## src/rtl/sflash_pkg.sv

```systemverilog
package sflash_pkg;
  localparam logic [2:0] OP_READ      = 3'd0;
  localparam logic [2:0] OP_PROG      = 3'd1;
  localparam logic [2:0] OP_ERASE     = 3'd2;
  localparam logic [2:0] OP_STAT      = 3'd3;
  localparam logic [2:0] OP_ABT_PROG  = 3'd4;
  localparam logic [2:0] OP_ABT_ERASE = 3'd5;

  localparam logic [7:0] CMD_READ    = 8'hFF;
  localparam logic [7:0] CMD_PROG    = 8'h10;
  localparam logic [7:0] CMD_ERASE   = 8'h20;
  localparam logic [7:0] CMD_STAT    = 8'h9F;
  localparam logic [7:0] CMD_CONFIRM = 8'hD0;
  localparam logic [7:0] CMD_CANCEL  = 8'hFF;
  localparam logic [7:0] FILL_BYTE   = 8'h00;

  typedef enum logic [2:0] {ST_IDLE, ST_SETUP, ST_SHIFT, ST_HOLD, ST_GAP} state_e;

  function automatic int unsigned ns2cyc(int unsigned ns, int unsigned mhz);
    return (ns * mhz + 999) / 1000;
  endfunction
endpackage

```

## src/rtl/sflash_byte_xfer.sv

```systemverilog
module sflash_byte_xfer #(
  parameter int unsigned HALF_CYC = 5
) (
  input  logic       clk_i,
  input  logic       rst_ni,
  input  logic       start_i,
  input  logic [7:0] tx_i,
  input  logic       so_i,
  output logic       done_o,
  output logic [7:0] rx_o,
  output logic       sck_o,
  output logic       si_o
);
  localparam int unsigned HW = (HALF_CYC > 1) ? $clog2(HALF_CYC) : 1;

  logic [HW-1:0] hcnt;
  logic          busy, ph, done_q;
  logic [2:0]    bitc;
  logic [7:0]    txs, rxs;

  always_ff @(posedge clk_i or negedge rst_ni) begin
    if (!rst_ni) begin
      hcnt <= '0; busy <= 1'b0; ph <= 1'b0; done_q <= 1'b0;
      bitc <= '0; txs <= '0; rxs <= '0;
    end else begin
      done_q <= 1'b0;
      if (!busy) begin
        if (start_i) begin
          busy <= 1'b1; ph <= 1'b0; hcnt <= '0; bitc <= '0; txs <= tx_i;
        end
      end else if (hcnt == HW'(HALF_CYC - 1)) begin
        hcnt <= '0;
        if (!ph) begin
          ph  <= 1'b1;
          rxs <= {rxs[6:0], so_i};      // sample on rising clock
        end else begin
          ph <= 1'b0;                   // falling clock: advance data
          if (bitc == 3'd7) begin
            busy   <= 1'b0;
            done_q <= 1'b1;
          end else begin
            bitc <= bitc + 3'd1;
            txs  <= {txs[6:0], 1'b0};
          end
        end
      end else begin
        hcnt <= hcnt + HW'(1);
      end
    end
  end

  assign sck_o  = busy & ph;
  assign si_o   = txs[7];
  assign rx_o   = rxs;
  assign done_o = done_q;
endmodule

```

## src/rtl/sflash_frame_sel.sv

```systemverilog
module sflash_frame_sel
  import sflash_pkg::*;
#(
  parameter int unsigned LEN_W = 8,
  localparam int unsigned IDX_W = LEN_W + 1
) (
  input  logic [2:0]       op_i,
  input  logic [IDX_W-1:0] idx_i,
  input  logic [23:0]      addr_i,
  input  logic [7:0]       wdata_i,
  input  logic [LEN_W-1:0] len_i,
  output logic [7:0]       tx_o,
  output logic             last_o,
  output logic             rx_o
);
  logic [7:0]       addr_b [3];
  logic [7:0]       opc, fifth;
  logic [IDX_W-1:0] total;

  for (genvar g = 0; g < 3; g++) begin : g_addr
    assign addr_b[g] = addr_i[23-8*g -: 8];
  end

  always_comb begin
    opc   = CMD_STAT;
    fifth = FILL_BYTE;
    total = IDX_W'(6);
    case (op_i)
      OP_READ:      begin opc = CMD_READ;  total = IDX_W'(len_i) + IDX_W'(6); end
      OP_PROG:      begin opc = CMD_PROG;  fifth = wdata_i;     end
      OP_ERASE:     begin opc = CMD_ERASE; fifth = CMD_CONFIRM; end
      OP_ABT_PROG:  begin opc = CMD_PROG;  fifth = CMD_CANCEL;  end
      OP_ABT_ERASE: begin opc = CMD_ERASE; fifth = CMD_CANCEL;  end
      default:      begin opc = CMD_STAT;  total = IDX_W'(2);   end
    endcase

    tx_o = FILL_BYTE;
    if (idx_i == '0)              tx_o = opc;
    else if (idx_i <= IDX_W'(3))  tx_o = addr_b[idx_i[1:0] - 2'd1];
    else if (idx_i == IDX_W'(4))  tx_o = fifth;

    last_o = (idx_i == total - IDX_W'(1));
    if (op_i == OP_READ) rx_o = (idx_i >= IDX_W'(6));
    else                 rx_o = (op_i == OP_STAT) && (idx_i == IDX_W'(1));
  end
endmodule

```

## src/rtl/sflash_host.sv

```systemverilog
module sflash_host
  import sflash_pkg::*;
#(
  parameter int unsigned SYS_MHZ      = 100,
  parameter int unsigned SCK_MAX_MHZ  = 10,
  parameter int unsigned SCK_PHASE_NS = 45,
  parameter int unsigned CS_SETUP_NS  = 400,
  parameter int unsigned CS_HOLD_NS   = 400,
  parameter int unsigned CS_IDLE_NS   = 250,
  parameter int unsigned MAX_POLLS    = 8,
  parameter int unsigned LEN_W        = 8
) (
  input  logic             clk_i,
  input  logic             rst_ni,
  input  logic             req_valid_i,
  output logic             req_ready_o,
  input  logic [2:0]       req_op_i,
  input  logic [23:0]      req_addr_i,
  input  logic [7:0]       req_wdata_i,
  input  logic [LEN_W-1:0] req_len_i,
  output logic [7:0]       rdata_o,
  output logic             rvalid_o,
  output logic             done_o,
  output logic             err_o,
  output logic             cs_n_o,
  output logic             sck_o,
  output logic             si_o,
  input  logic             so_i
);
  localparam int unsigned HALF_F   = (SYS_MHZ + 2*SCK_MAX_MHZ - 1) / (2*SCK_MAX_MHZ);
  localparam int unsigned HALF_T   = ns2cyc(SCK_PHASE_NS, SYS_MHZ);
  localparam int unsigned HALF_M   = (HALF_F > HALF_T) ? HALF_F : HALF_T;
  localparam int unsigned HALF_CYC = (HALF_M > 0) ? HALF_M : 1;
  localparam int unsigned CSS_T    = ns2cyc(CS_SETUP_NS, SYS_MHZ);
  localparam int unsigned CSH_T    = ns2cyc(CS_HOLD_NS, SYS_MHZ);
  localparam int unsigned CPH_T    = ns2cyc(CS_IDLE_NS, SYS_MHZ);
  localparam int unsigned CSS_CYC  = (CSS_T > 0) ? CSS_T : 1;
  localparam int unsigned CSH_CYC  = (CSH_T > 0) ? CSH_T : 1;
  localparam int unsigned CPH_CYC  = (CPH_T > 0) ? CPH_T : 1;
  localparam int unsigned TMAX1    = (CSS_CYC > CSH_CYC) ? CSS_CYC : CSH_CYC;
  localparam int unsigned TMAX     = (TMAX1 > CPH_CYC) ? TMAX1 : CPH_CYC;
  localparam int unsigned TMR_W    = $clog2(TMAX + 1);
  localparam int unsigned IDX_W    = LEN_W + 1;
  localparam int unsigned PW       = $clog2(MAX_POLLS + 1);

  state_e           state;
  logic [2:0]       op_q;
  logic [23:0]      addr_q;
  logic [7:0]       wdata_q, rdata_q;
  logic [LEN_W-1:0] len_q;
  logic [IDX_W-1:0] idx;
  logic [TMR_W-1:0] tmr;
  logic [PW-1:0]    npoll;
  logic             kick, polling, pend, ready_bit, done_q, err_q, rvalid_q, cs_n_q;
  logic             x_done, f_last, f_rx;
  logic [7:0]       x_rx, f_tx;

  sflash_frame_sel #(.LEN_W(LEN_W)) u_sel (
    .op_i(op_q), .idx_i(idx), .addr_i(addr_q), .wdata_i(wdata_q), .len_i(len_q),
    .tx_o(f_tx), .last_o(f_last), .rx_o(f_rx)
  );

  sflash_byte_xfer #(.HALF_CYC(HALF_CYC)) u_xfer (
    .clk_i(clk_i), .rst_ni(rst_ni), .start_i(kick), .tx_i(f_tx), .so_i(so_i),
    .done_o(x_done), .rx_o(x_rx), .sck_o(sck_o), .si_o(si_o)
  );

  always_ff @(posedge clk_i or negedge rst_ni) begin
    if (!rst_ni) begin
      state <= ST_IDLE; op_q <= '0; addr_q <= '0; wdata_q <= '0; len_q <= '0;
      idx <= '0; tmr <= '0; npoll <= '0; kick <= 1'b0; polling <= 1'b0; pend <= 1'b0;
      ready_bit <= 1'b0; done_q <= 1'b0; err_q <= 1'b0; rvalid_q <= 1'b0;
      rdata_q <= '0; cs_n_q <= 1'b1;
    end else begin
      kick     <= 1'b0;
      done_q   <= 1'b0;
      rvalid_q <= 1'b0;
      case (state)
        ST_IDLE: if (req_valid_i) begin
          err_q   <= 1'b0;
          op_q    <= req_op_i;
          addr_q  <= req_addr_i;
          wdata_q <= req_wdata_i;
          len_q   <= req_len_i;
          idx     <= '0;
          tmr     <= '0;
          npoll   <= '0;
          polling <= 1'b0;
          pend    <= (req_op_i == OP_PROG) || (req_op_i == OP_ERASE) ||
                     (req_op_i == OP_ABT_PROG) || (req_op_i == OP_ABT_ERASE);
          if (req_op_i > OP_ABT_ERASE) done_q <= 1'b1;
          else begin
            cs_n_q <= 1'b0;
            state  <= ST_SETUP;
          end
        end
        ST_SETUP: if (tmr == TMR_W'(CSS_CYC - 1)) begin
          tmr <= '0; kick <= 1'b1; state <= ST_SHIFT;
        end else tmr <= tmr + TMR_W'(1);
        ST_SHIFT: if (x_done) begin
          if (f_rx) begin
            if (polling) ready_bit <= x_rx[0];
            else begin rvalid_q <= 1'b1; rdata_q <= x_rx; end
          end
          if (f_last) state <= ST_HOLD;
          else begin idx <= idx + IDX_W'(1); kick <= 1'b1; end
        end
        ST_HOLD: if (tmr == TMR_W'(CSH_CYC - 1)) begin
          tmr <= '0; cs_n_q <= 1'b1; state <= ST_GAP;
        end else tmr <= tmr + TMR_W'(1);
        ST_GAP: if (tmr == TMR_W'(CPH_CYC - 1)) begin
          tmr <= '0;
          if (polling) begin
            if (ready_bit) begin
              done_q <= 1'b1; state <= ST_IDLE;
            end else if (npoll == PW'(MAX_POLLS - 1)) begin
              err_q <= 1'b1; done_q <= 1'b1; state <= ST_IDLE;
            end else begin
              npoll <= npoll + PW'(1); idx <= '0; cs_n_q <= 1'b0; state <= ST_SETUP;
            end
          end else if (pend) begin
            polling <= 1'b1; op_q <= OP_STAT; idx <= '0; cs_n_q <= 1'b0; state <= ST_SETUP;
          end else begin
            done_q <= 1'b1; state <= ST_IDLE;
          end
        end else tmr <= tmr + TMR_W'(1);
        default: state <= ST_IDLE;
      endcase
    end
  end

  assign req_ready_o = (state == ST_IDLE);
  assign rdata_o     = rdata_q;
  assign rvalid_o    = rvalid_q;
  assign done_o      = done_q;
  assign err_o       = err_q;
  assign cs_n_o      = cs_n_q;
endmodule

```

## config.mk

```make
export PLATFORM = sky130hd
export DESIGN_NAME = sflash_host
export DESIGN_NICKNAME = d
export VERILOG_FILES = /design/src/rtl/sflash_pkg.sv /design/src/rtl/sflash_byte_xfer.sv /design/src/rtl/sflash_frame_sel.sv /design/src/rtl/sflash_host.sv
export SDC_FILE = /design/constraint.sdc
export NUM_CORES = 1
export LEC_CHECK = 0
export BUFFER_PORTS_ARGS = -buffer_cell sky130_fd_sc_hd__buf_2
export CAP_MARGIN = 20
export CORE_MARGIN = 4
export CORE_UTILIZATION = 35
export CTS_CLUSTER_DIAMETER = 150
export DETAILED_ROUTE_END_ITERATION = 7
export PLACE_DENSITY = 0.5
export SETUP_SLACK_MARGIN = 0.5
export SYNTH_ARGS = -nofsm -noshare
export SYNTH_HDL_FRONTEND = slang
export SYNTH_SLANG_ARGS = --single-unit
```

## constraint.sdc

```tcl
create_clock -name clk_i -period 3.8 [get_ports clk_i]
set_input_delay 0.38 -clock clk_i [delete_from_list [all_inputs] [get_ports clk_i]]
set_output_delay 0.38 -clock clk_i [all_outputs]
set_load 0.005 [all_outputs]
```

==> impl_metrics.ini <==
[setup_path]
r2r_slack_ns = 0.67
worstPathMaxFanout = 14
cp.required_ns = 4.04
arrival_ns = 3.38
timing.rr.start = op_q[1]
startpoint_type = flop
cp-end-kind = flop
path_class = flop to flop
timing.rr.end = idx[8]
r2r_cells = 10

[global_routing]
antenna_found_initial = 0
grt_pass1_wl_um = 24100
use_met3 = 0.0244
grt_max_degree = 64
globalRouteMet2Util = 0.268
grt_use_total = 0.162
grtUsageMet1 = 0.219
busiest_layer = met2
grt_overflow = 0
first_global_vias = 4932

[floorplanning]
die_width_um = 136
io_pins = 62
start_util = 0.359
dieArea_um2 = 18500
fp.dieH_um = 136
rows = 46
core_um2 = 16000

[cts]
ctsLongestPathBuffers = 2
path_clk_slew_ns = 0.08
cts-buffers-inserted = 9
clkLatencyLatePin_ns = 0.35
cts_tree = yes
cts_sinks = 106
ctsHtreeMaxLevel = 3
root_buffer = clkbuf_16

[placement]
dp_hpwl_um = 10200
placed_area_um2 = 6240
gp_congestion = 0.840
place_inst = 915
place_ws_ns = 0.404
port_buffers = 61

[cells_and_area]
diodes = 0
layout-drive-gt1-share = 0.183
nNetsFinal = 770
utilization = 0.412
area_growth_pct = 14.8
final_cell_area_um2 = 6590
fin_cells = 931

[run]
max_cap_violations = 0

[synth]
syn-num-nets = 721
yosys_warnings = 0
synth_seq_area_share = 0.462
synth.distinct_cells = 71
syn_inst = 661
ys.flop_type = dfrtp_1
postSynth.asyncResetShare = 1.00
synth_area_um2 = 5740
synth_edf_count = 0
syn_area_per_cell_um2 = 8.68
synth_seq_cells = 106

[sta]
fin_crit_sh = 0.825
fin_tns_setup_ns = 0
setup_ws_ns = 0.665
rsz0062_at_grt = no
fmax_mhz = 319
skew_ns = 0.00702
relSlewSlack = 0.375
final_hold_viol_count = 0
min_period_ns = 3.13
slew_violations = 0
worstMarginPinSlew_ns = 0.938
setup_viol = 0

[route]
num_vias = 4748
avgRoutedWirePerCell_um = 15.3
drt_iter0_drc = 308
first_pass_iters = 5
vias_per_cell = 5.10
drc = 0
drt-total-wl_um = 14300
ant_nets = 0

[run_status]
status = completed

[min_path]
hold_path_class = input pin to async pin

[pwr]
ir_drop_mv = 0.287
p_leak_nw = 3.14
p_per_area_nw_per_um2 = 688
## timing repair
action	CTS	global route
setup buffers	0	0
hold buffers	0	0
endpoints found under the setup margin	2	9
resized for setup	1	7
## worst max path at each step
stage | startpoint | to | cells after the start
final | op_q[1] | idx[8] | 10
after global routing | op_q[1] | idx[8] | 10
after CTS | op_q[2] | idx[8] | 10
after detailed placement | op_q[2] | idx[8] | 10
after global placement | op_q[2] | idx[8] | 10
after floorplan | len_q[1] | idx[8] | 12
## metrics by stage
step                      power (mW)  hold slack, ns
final                           4.53           0.130
after CTS                       4.55           0.174
after detailed placement        3.52           0.447
after floorplan                 3.07          0.0844
after global routing            4.89           0.204
after global placement          3.49           0.447
## flip-flops by register name, indices dropped and copies added, names as in the netlist, 3 cells and up
| name | flops |
|---|---|
| u_xfer.bitc | 3 |
| idx | 9 |
| op_q | 3 |
| u_xfer.hcnt | 3 |
| wdata_q | 8 |
| state | 3 |
| addr_q | 24 |
| rdata_o | 8 |
| tmr | 6 |
| u_xfer.rx_o | 8 |
| u_xfer.txs | 8 |
| npoll | 4 |
| len_q | 8 |
## area by class of cell
| cell class | count | area, µm² |
|---|---|---|
| multi-input combinational | 507 | 2910 |
| timing repair buffer | 69 | 368 |
| clock buffer | 9 | 225 |
| inverter | 17 | 63.8 |
| sequential | 106 | 2660 |
| fill | 1668 | 9410 |
| tap | 216 | 270 |
| clock inverter | 7 | 90.1 |
## cells in the mapped netlist, types with 3 or more instances
library cell,n,area (µm²)
a21oi_1,32,160
a22oi_1,9,67.6
a31o_2,3,26.3
a31oi_1,6,37.5
and2_1,4,25.0
and3_1,6,37.5
buf_1,4,15.0
buf_2,3,15.0
clkbuf_1,21,78.8
dfrtp_1,105,2630
ha_1,13,163
inv_1,15,56.3
mux2_2,20,225
mux2i_1,5,50.1
nand2_1,187,702
nand2b_1,6,37.5
nand3_1,14,70.1
nand3b_1,7,52.6
nand4_1,4,25.0
nor2_1,61,229
nor2b_1,3,18.8
nor3_1,5,25.0
o2111ai_1,3,26.3
o211ai_1,4,30.0
o21a_1,6,45.0
o21ai_0,31,155
o22a_1,5,43.8
o22ai_1,10,62.6
or2_2,5,31.3
or3_1,3,18.8
xnor2_1,10,87.6
xor2_1,8,70.1
## worst max-delay path: stages, from the launching register on
cell and delay (ns):
dfrtp_1 0.55, or3_4 0.51, nor2_1 0.11, ha_1 0.21, o21ai_1 0.15, a31oi_2 0.26
xor2_1 0.11, a32o_1 0.28, o2111a_2 0.29, or3_1 0.40, mux2i_1 0.13
## power breakdown
group	switching [mW]	total (mW)	internal, mW
sequential	0.386	1.86	1.47
combinational	0.936	1.67	0.732
clock	0.473	1.01	0.532
total	1.79	4.53	2.73
## routing by layer
| layer | part of all wire | up-vias |
|---|---|---|
| li1 | - | 2362 |
| met1 | 0.48 | 2281 |
| met2 | 0.47 | 89 |
| met3 | 0.035 | 16 |
| met4 | 0.017 | 0 |
| met5 | 0 | - |
## layout by cell type (no fill, tap or decap), types with 3 or more instances in the layout
cell,count
buf_4,9
nand4_1,4
a31oi_1,5
o22a_1,5
inv_1,15
xor2_1,8
mux2i_1,5
and3_1,6
a31o_2,3
inv_8,3
or2_2,5
a22oi_1,9
buf_2,60
o21a_1,6
ha_1,12
nand3b_1,7
nor2b_1,3
o2111ai_1,3
nand3_1,14
nor2_1,61
dfrtp_2,3
nor3_1,5
mux2_2,20
o211ai_1,4
o22ai_1,10
clkbuf_16,9
nand2_1,187
nand2b_1,6
dfrtp_1,102
o21ai_0,30
xnor2_1,10
and2_1,3
a21oi_1,32
## logic make-up (layout without fill, tap and decap cells)
family	Yosys count	count (layout)	share of synthesized area
AOI/OAI and AO/OA	127	127	0.143
xor gates and xnor gates	19	19	0.0314
buffers and inverters	48	102	0.0342
adders and majority gates	13	13	0.0283
and+or+nand+nor	323	323	0.252
muxes	25	25	0.0480
DFF	106	106	0.462
Note: power is estimated with default switching activity, not from simulation.
